$ cat config.mk
export PLATFORM = sky130hd
export DESIGN_NAME = cfg_spi_slave
export DESIGN_NICKNAME = d
export VERILOG_FILES = /design/src/rtl/cfg_spi_pkg.sv /design/src/rtl/cfg_spi_sync.sv /design/src/rtl/cfg_spi_rx.sv /design/src/rtl/cfg_spi_tx.sv /design/src/rtl/cfg_spi_nvm.sv /design/src/rtl/cfg_spi_slave.sv
export SDC_FILE = /design/constraint.sdc
export NUM_CORES = 1
export LEC_CHECK = 0
export ABC_AREA = 1
export CAP_MARGIN = 0
export CORE_ASPECT_RATIO = 0.5
export CORE_UTILIZATION = 60
export DETAILED_ROUTE_END_ITERATION = 6
export DONT_BUFFER_PORTS = 1
export PLACE_DENSITY = 0.76
export SETUP_SLACK_MARGIN = 0.3
export SLEW_MARGIN = 20
export SYNTH_ARGS = -nofsm -noshare
export SYNTH_HDL_FRONTEND = slang
export SYNTH_HIERARCHICAL = 1
export SYNTH_SLANG_ARGS = --single-unit
$ cat constraint.sdc
create_clock -name clk -period 5.5 [get_ports clk]
set_input_delay 0.275 -clock clk [delete_from_list [all_inputs] [get_ports clk]]
set_output_delay 0.275 -clock clk [all_outputs]
set_load 0.02 [all_outputs]
$ cat src/rtl/cfg_spi_pkg.sv
package cfg_spi_pkg;
    localparam int FRAME_W   = 32;
    localparam int ADDR_W    = 4;
    localparam int DATA_W    = FRAME_W - ADDR_W;
    localparam int SEL_W     = 2;
    localparam int R1_RO_BIT = 27;
    localparam int R2_LOCK   = 6;
    localparam int R2_VER    = 10;
    localparam int VER_W     = 3;

    localparam logic [ADDR_W-1:0] CMD_READ  = 4'hE;
    localparam logic [ADDR_W-1:0] CMD_STORE = 4'hF;

    typedef enum logic [1:0] {
        ST_DOWN  = 2'd0,
        ST_LOAD  = 2'd1,
        ST_IDLE  = 2'd2,
        ST_STORE = 2'd3
    } ctl_state_e;

    typedef struct packed {
        logic [DATA_W-1:0] data;
        logic [ADDR_W-1:0] addr;
    } frame_t;
endpackage

$ cat src/rtl/cfg_spi_sync.sv
module cfg_spi_sync #(
    parameter int              W       = 1,
    parameter logic [W-1:0]    RST_VAL = '0
) (
    input  logic         clk,
    input  logic         rst_n,
    input  logic [W-1:0] d,
    output logic [W-1:0] q
);
    logic [W-1:0] meta;

    always_ff @(posedge clk or negedge rst_n) begin
        if (!rst_n) begin
            meta <= RST_VAL;
            q    <= RST_VAL;
        end else begin
            meta <= d;
            q    <= meta;
        end
    end
endmodule

$ cat src/rtl/cfg_spi_rx.sv
module cfg_spi_rx
    import cfg_spi_pkg::*;
(
    input  logic   clk,
    input  logic   rst_n,
    input  logic   sclk,
    input  logic   mosi,
    input  logic   le,
    output logic   frame_vld,
    output frame_t frame
);
    localparam int CNT_W = $clog2(FRAME_W + 2);
    localparam logic [CNT_W-1:0] CNT_FULL = CNT_W'(FRAME_W);
    localparam logic [CNT_W-1:0] CNT_OVER = CNT_W'(FRAME_W + 1);

    logic                 sclk_d;
    logic                 le_d;
    logic [FRAME_W-1:0]   shreg;
    logic [CNT_W-1:0]     bit_cnt;
    logic                 sclk_rise;
    logic                 le_fall;
    logic                 le_rise;

    always_comb begin
        sclk_rise = sclk & ~sclk_d;
        le_fall   = ~le & le_d;
        le_rise   = le & ~le_d;
        frame     = frame_t'(shreg);
    end

    always_ff @(posedge clk or negedge rst_n) begin
        if (!rst_n) begin
            sclk_d    <= 1'b0;
            le_d      <= 1'b1;
            shreg     <= '0;
            bit_cnt   <= '0;
            frame_vld <= 1'b0;
        end else begin
            sclk_d    <= sclk;
            le_d      <= le;
            frame_vld <= le_rise && (bit_cnt == CNT_FULL);
            if (le_fall) begin
                bit_cnt <= '0;
            end else if (sclk_rise && !le && bit_cnt != CNT_OVER) begin
                shreg   <= {mosi, shreg[FRAME_W-1:1]};
                bit_cnt <= bit_cnt + 1'b1;
            end
        end
    end

    AST_VLD_PULSE: assert property (@(posedge clk) disable iff (!rst_n)
        frame_vld |=> !frame_vld);
    AST_VLD_LE_HIGH: assert property (@(posedge clk) disable iff (!rst_n)
        frame_vld |-> le);
endmodule

$ cat src/rtl/cfg_spi_tx.sv
module cfg_spi_tx
    import cfg_spi_pkg::*;
(
    input  logic              clk,
    input  logic              rst_n,
    input  logic              sclk,
    input  logic              le,
    input  logic              load,
    input  logic [DATA_W-1:0] load_data,
    output logic              miso,
    output logic              miso_oe
);
    logic              sclk_d;
    logic              le_d;
    logic              pend;
    logic              act;
    logic [DATA_W-1:0] shreg;

    always_ff @(posedge clk or negedge rst_n) begin
        if (!rst_n) begin
            sclk_d <= 1'b0;
            le_d   <= 1'b1;
            pend   <= 1'b0;
            act    <= 1'b0;
            shreg  <= '0;
        end else begin
            sclk_d <= sclk;
            le_d   <= le;
            if (load) begin
                pend  <= 1'b1;
                shreg <= load_data;
            end else if (~le & le_d) begin
                act  <= pend;
                pend <= 1'b0;
            end else if (le & ~le_d) begin
                act <= 1'b0;
            end else if (act && ~sclk && sclk_d) begin
                shreg <= {1'b0, shreg[DATA_W-1:1]};
            end
        end
    end

    always_comb begin
        miso_oe = act;
        miso    = act & shreg[0];
    end

    AST_OE_DROPS: assert property (@(posedge clk) disable iff (!rst_n)
        (miso_oe && le) |=> !miso_oe);
    AST_LOAD_IDLE: assert property (@(posedge clk) disable iff (!rst_n)
        load |-> le);
endmodule

$ cat src/rtl/cfg_spi_nvm.sv
module cfg_spi_nvm
    import cfg_spi_pkg::*;
#(
    parameter logic [DATA_W-1:0] DEF0         = '0,
    parameter logic [DATA_W-1:0] DEF1         = '0,
    parameter int                STORE_CYCLES = 16
) (
    input  logic              clk,
    input  logic              rst_n,
    input  logic              store,
    input  logic [DATA_W-1:0] wr0,
    input  logic [DATA_W-1:0] wr1,
    output logic [DATA_W-1:0] rd0,
    output logic [DATA_W-1:0] rd1,
    output logic              busy
);
    localparam int CNT_W = $clog2(STORE_CYCLES + 1);

    logic [CNT_W-1:0] tmr;

    always_ff @(posedge clk or negedge rst_n) begin
        if (!rst_n) begin
            rd0 <= DEF0;
            rd1 <= DEF1;
            tmr <= '0;
        end else if (store) begin
            rd0 <= wr0;
            rd1 <= wr1;
            tmr <= CNT_W'(STORE_CYCLES);
        end else if (tmr != '0) begin
            tmr <= tmr - 1'b1;
        end
    end

    assign busy = (tmr != '0);

    AST_STORE_BUSY: assert property (@(posedge clk) disable iff (!rst_n)
        store |=> busy);
    AST_SHADOW_HOLD: assert property (@(posedge clk) disable iff (!rst_n)
        !store |=> ($stable(rd0) && $stable(rd1)));
endmodule

$ cat src/rtl/cfg_spi_slave.sv
module cfg_spi_slave
    import cfg_spi_pkg::*;
#(
    parameter logic [DATA_W-1:0] DEF0         = 28'h1234567,
    parameter logic [DATA_W-1:0] DEF1         = 28'h0ABCDEF,
    parameter logic [DATA_W-1:0] DEF2         = 28'h5A50003,
    parameter logic [VER_W-1:0]  VERSION      = 3'd5,
    parameter int                STORE_CYCLES = 2_500_000
) (
    input  logic              clk,
    input  logic              rst_n,
    input  logic              pd_n,
    input  logic              lock_in,
    input  logic              spi_sclk,
    input  logic              spi_mosi,
    input  logic              spi_le,
    output logic              spi_miso,
    output logic              spi_miso_oe,
    output logic [DATA_W-1:0] cfg_reg0,
    output logic [DATA_W-1:0] cfg_reg1,
    output logic [DATA_W-1:0] cfg_reg2
);
    localparam logic [DATA_W-1:0] WMASK1 = ~(DATA_W'(1) << R1_RO_BIT);
    localparam logic [DATA_W-1:0] WMASK2 =
        ~((DATA_W'(1) << R2_LOCK) | (DATA_W'((1 << VER_W) - 1) << R2_VER));

    logic              pd_s, le_s, mosi_s, sclk_s;
    logic              lock_q;
    logic              frame_vld;
    frame_t            fr;
    ctl_state_e        state, nxt;
    logic [DATA_W-1:0] wreg0, wreg1, wreg2;
    logic [DATA_W-1:0] view0, view1, view2;
    logic [DATA_W-1:0] nv_rd0, nv_rd1;
    logic              nv_busy;
    logic              acc, wr_en, rd_en, st_en;
    logic [DATA_W-1:0] rd_val;

    cfg_spi_sync #(.W(4), .RST_VAL(4'b1100)) u_sync (
        .clk   (clk),
        .rst_n (rst_n),
        .d     ({pd_n, spi_le, spi_mosi, spi_sclk}),
        .q     ({pd_s, le_s, mosi_s, sclk_s})
    );

    cfg_spi_rx u_rx (
        .clk       (clk),
        .rst_n     (rst_n),
        .sclk      (sclk_s),
        .mosi      (mosi_s),
        .le        (le_s),
        .frame_vld (frame_vld),
        .frame     (fr)
    );

    cfg_spi_nvm #(.DEF0(DEF0), .DEF1(DEF1), .STORE_CYCLES(STORE_CYCLES)) u_nvm (
        .clk   (clk),
        .rst_n (rst_n),
        .store (st_en),
        .wr0   (wreg0),
        .wr1   (wreg1),
        .rd0   (nv_rd0),
        .rd1   (nv_rd1),
        .busy  (nv_busy)
    );

    cfg_spi_tx u_tx (
        .clk       (clk),
        .rst_n     (rst_n),
        .sclk      (sclk_s),
        .le        (le_s),
        .load      (rd_en),
        .load_data (rd_val),
        .miso      (spi_miso),
        .miso_oe   (spi_miso_oe)
    );

    // Command decode: only in ST_IDLE with power up.
    always_comb begin
        acc   = frame_vld && (state == ST_IDLE) && pd_s;
        wr_en = acc && (fr.addr < ADDR_W'(3));
        rd_en = acc && (fr.addr == CMD_READ);
        st_en = acc && (fr.addr == CMD_STORE);
        unique case (fr.data[SEL_W-1:0])
            2'd0:    rd_val = view0;
            2'd1:    rd_val = view1;
            2'd2:    rd_val = view2;
            default: rd_val = '0;
        endcase
    end

    always_comb begin
        nxt = state;
        unique case (state)
            ST_DOWN:  if (pd_s) nxt = ST_LOAD;
            ST_LOAD:  nxt = ST_IDLE;
            ST_IDLE:  if (st_en) nxt = ST_STORE;
            ST_STORE: if (!nv_busy) nxt = ST_IDLE;
            default:  nxt = ST_DOWN;
        endcase
        if (!pd_s) nxt = ST_DOWN;
    end

    always_ff @(posedge clk or negedge rst_n) begin
        if (!rst_n) state <= ST_LOAD;
        else        state <= nxt;
    end

    always_ff @(posedge clk or negedge rst_n) begin
        if (!rst_n) begin
            wreg0  <= '0;
            wreg1  <= '0;
            wreg2  <= DEF2 & WMASK2;
            lock_q <= 1'b0;
        end else begin
            lock_q <= lock_in;
            if (state == ST_DOWN) begin
                wreg0 <= '0;
                wreg1 <= '0;
                wreg2 <= '0;
            end else if (state == ST_LOAD) begin
                wreg0 <= nv_rd0;
                wreg1 <= nv_rd1 & WMASK1;
                wreg2 <= DEF2 & WMASK2;
            end else if (wr_en) begin
                unique case (fr.addr[1:0])
                    2'd0:    wreg0 <= fr.data;
                    2'd1:    wreg1 <= fr.data & WMASK1;
                    default: wreg2 <= fr.data & WMASK2;
                endcase
            end
        end
    end

    // Output view with read-only fields overlaid.
    always_comb begin
        view0 = wreg0;
        view1 = wreg1;
        view1[R1_RO_BIT] = 1'b0;
        view2 = wreg2;
        view2[R2_LOCK] = lock_q;
        view2[R2_VER +: VER_W] = VERSION;
        cfg_reg0 = view0;
        cfg_reg1 = view1;
        cfg_reg2 = view2;
    end

    AST_STORE_HOLD: assert property (@(posedge clk) disable iff (!rst_n)
        (state == ST_STORE && pd_s) |=>
            ($stable(wreg0) && $stable(wreg1) && $stable(wreg2)));
    AST_LOAD_EXIT: assert property (@(posedge clk) disable iff (!rst_n)
        (state == ST_LOAD) |=> (state != ST_LOAD));
    AST_DOWN_CLEAR: assert property (@(posedge clk) disable iff (!rst_n)
        (state == ST_DOWN) |=> (wreg0 == '0 && wreg1 == '0));
    AST_IGNORE_BUSY: assert property (@(posedge clk) disable iff (!rst_n)
        (frame_vld && state != ST_IDLE) |=> $stable(wreg0));
endmodule

==> impl_summary.log <==
[metrics] area of the mapped netlist: 12000 µm²
[metrics] clock transition at the register clock pins on the worst setup and hold paths after CTS: 0.07 ns
[metrics] area occupied by registers: 6060 µm²
[metrics] total number of yosys warnings: 6
[metrics] fillcell total: 1674
[metrics] number of antenna violations at the first check in global routing: 0
[metrics] CORE AREA: 19500 µm²
[metrics] WS Path Type: reg2reg
[metrics] Die H: 102 µm
[metrics] initial core utilization: 61.4%
[metrics] setup skew after layout: 0.0286 ns
[metrics] antenna viol nets, final: 0
[metrics] endpoint of the worst register-to-register path: u_tx/shreg[24]$_DFFE_PN0P_
[metrics] reported max-cap violation count: 0
[metrics] total power after layout: 3670 µW
[metrics] most common cell after layout, fill and taps aside: sky130_fd_sc_hd__nand2_1
[metrics] most used cells in the layout excluding fill and tap cells: sky130_fd_sc_hd__nand2_1 (650), sky130_fd_sc_hd__nand3_1 (329), sky130_fd_sc_hd__dfrtp_1 (195), sky130_fd_sc_hd__nor2_1 (52), sky130_fd_sc_hd__inv_1 (50)
[metrics] IO Port Bufs: 0
[metrics] violations in the final reports: hold timing
[metrics] count of final setup violators: 0
[metrics] DR pass1 iterations: 7
[metrics] full die area: 20600 µm²
[metrics] final slew viol count: 0
[metrics] critical path arrival: 3.33 ns
[metrics] buffers from clock root to sink, at most: 3
[metrics] CTS Hold Buffers Added: 5
[metrics] antenna diode count: 0
[metrics] Final Critical Period: 2.86 ns
[metrics] setup repair after global routing missed its margin: no
[metrics] residual overflow from global routing: 0
[metrics] outcome: finished with violations
[metrics] via count of the first global-routing pass: 9974
[metrics] critical path data required time: 5.96 ns
[metrics] hold violation total from the final report: 240
[metrics] detailed router's first-iteration violation count: 1371
[metrics] remaining design rule violation count: 0
[metrics] Sinks on Clock Net: 240
[metrics] synth-to-layout area growth: 5.49%
[metrics] Placer Congestion: 0.885
[metrics] worst setup path end: u_tx/shreg[24]$_DFFE_PN0P_
[metrics] layout cells sized above 1: 9.98%
[metrics] worst reg2reg path startpoint: u_rx/frame[1]$_DFFE_PN0P_
[metrics] Total Negative Setup Slacks: 0 ns
[metrics] Max rail drop VDD: 0.192 mV
[metrics] CTS H-tree lvls: 1
[metrics] minimum setup slack among reg-to-reg paths: 2.64 ns
[metrics] GRT Util Overall: 33.4%
[metrics] total routed wirelength: 33.8 mm
[metrics] first-pass GRT wire length: 53.7 mm
[metrics] number of nets in the layout: 1500
[metrics] detailed-route vias per instance: 5.97
[metrics] Post-Synthesis Cells: 1543
[metrics] transition time at the pin with the least slew margin: 0.994 ns
[metrics] total number of vias: 10559
[metrics] maximum number of pins on one net before global-route repair: 241
[metrics] root buffer cell: sky130_fd_sc_hd__clkbuf_16
[metrics] multi-input combinational cell area: 5150 µm²
[metrics] R2R cell count: 7
[metrics] standard-cell row count: 36
[metrics] static leakage: 0.00699 µW
[metrics] boundary pin count: 93
[metrics] category of the worst setup path launch point: flop
[metrics] Final HPWL DP: 20.7 mm
[metrics] min-delay worst type: in2async
[metrics] slew margin rel.: 33.3%
[metrics] Resize count post-CTS: 0
[metrics] critical path capture point type: flop
[metrics] Pwr Density: 289 nW/µm²
[metrics] TritonCTS clock tree: built
[metrics] horizontal die dimension: 202 µm
[metrics] crit share post-route: 52.1%
[metrics] worst hold slack after final layout: -0.551 ns
[metrics] Peak Freq: 349 MHz
[metrics] crit-path max FO: 57
[metrics] clock latency on the worst-skew pair: 0.54 ns
[metrics] Post CTS Setup Buffer Count: 0
[metrics] Wirelength per Cell: 19.1 µm
[metrics] total clock buffers created by CTS: 22
[metrics] Critical path origin: u_rx/frame[1]$_DFFE_PN0P_
[metrics] average instance area after synthesis: 7.78 µm²
## power by group
part | switching [µW] | internal, µW
registers | 89.3 | 1810
logic | 121 | 37.3
clock network | 704 | 904
total | 914 | 2750
## worst max-delay path: stages, from the launching register on
cell                      delay [ns]
sky130_fd_sc_hd__dfrtp_1        0.94
sky130_fd_sc_hd__inv_1          0.17
sky130_fd_sc_hd__nor4_2         0.27
sky130_fd_sc_hd__buf_4          0.35
sky130_fd_sc_hd__inv_2          0.41
sky130_fd_sc_hd__nand2_4        0.43
sky130_fd_sc_hd__nand2_1        0.10
sky130_fd_sc_hd__nand2_1        0.08
## routing by layer
metal | routed length [µm] | GRT usage (%) | part of all wire, % | vias to the layer above
met2 | 14600 | 50.4 | 43 | 552
met3 | 3590 | 8.61 | 11 | 77
met4 | 915 | 11.1 | 2.7 | 0
li1 | - | - | - | 4841
met5 | 0 | 0 | 0 | -
met1 | 14700 | 47.4 | 43 | 5089
## how the worst min path moves through the flow
stage | to | depth (start not counted) | slack, ns | start
global route | u_nvm/tmr[11]$_DFFE_PN0P_ | 0 | -0.57 | rst_n
CTS | wreg2[5]$_DFFE_PN0P_ | 0 | -0.58 | rst_n
detailed placement | u_nvm/tmr[7]$_DFFE_PN0P_ | 0 | -0.01 | rst_n
floorplan | cfg_reg0[0]$_DFFE_PN0P_ | 0 | -0.02 | rst_n
global placement | u_nvm/tmr[4]$_DFFE_PN0P_ | 0 | -0.01 | rst_n
finish | u_nvm/tmr[4]$_DFFE_PN0P_ | 0 | -0.55 | rst_n
## state kept, by name (all words and copies together), names as in the netlist, 2 cells and up
register,flops
u_nvm/tmr,22
state,2
u_nvm/rd0,28
u_nvm/rd1,27
u_sync/meta,4
u_rx/frame,32
wreg2,24
cfg_reg0,28
u_tx/shreg,28
wreg1,27
u_rx/bit_cnt,6
u_sync/q,4
## stage by stage
step	worst slack (ns)	instances	area, µm²	hold slack, ns	utilization (%)
2_1_floorplan	3.66	1545	12000	-0.0206	-
3_3_place_gp	2.83	1724	11900	-0.0124	60.7
3_5_place_dp	2.76	1724	11900	-0.0128	60.7
4_1_cts	2.73	1769	12700	-0.576	64.8
5_1_grt	2.44	1769	12700	-0.569	64.8
6_report	2.64	1769	12700	-0.551	64.8
## layout make-up
cell class / instances / share of cell area (%)
clock inverter: 11 / 1.01
clock buffer: 29 / 4.95
multi-input combinational: 1145 / 40.7
timing repair buffer: 16 / 1.05
tap: 266 / 2.63
inverter: 62 / 1.85
sequential: 240 / 47.9
Note: power is estimated with default switching activity, not from simulation.
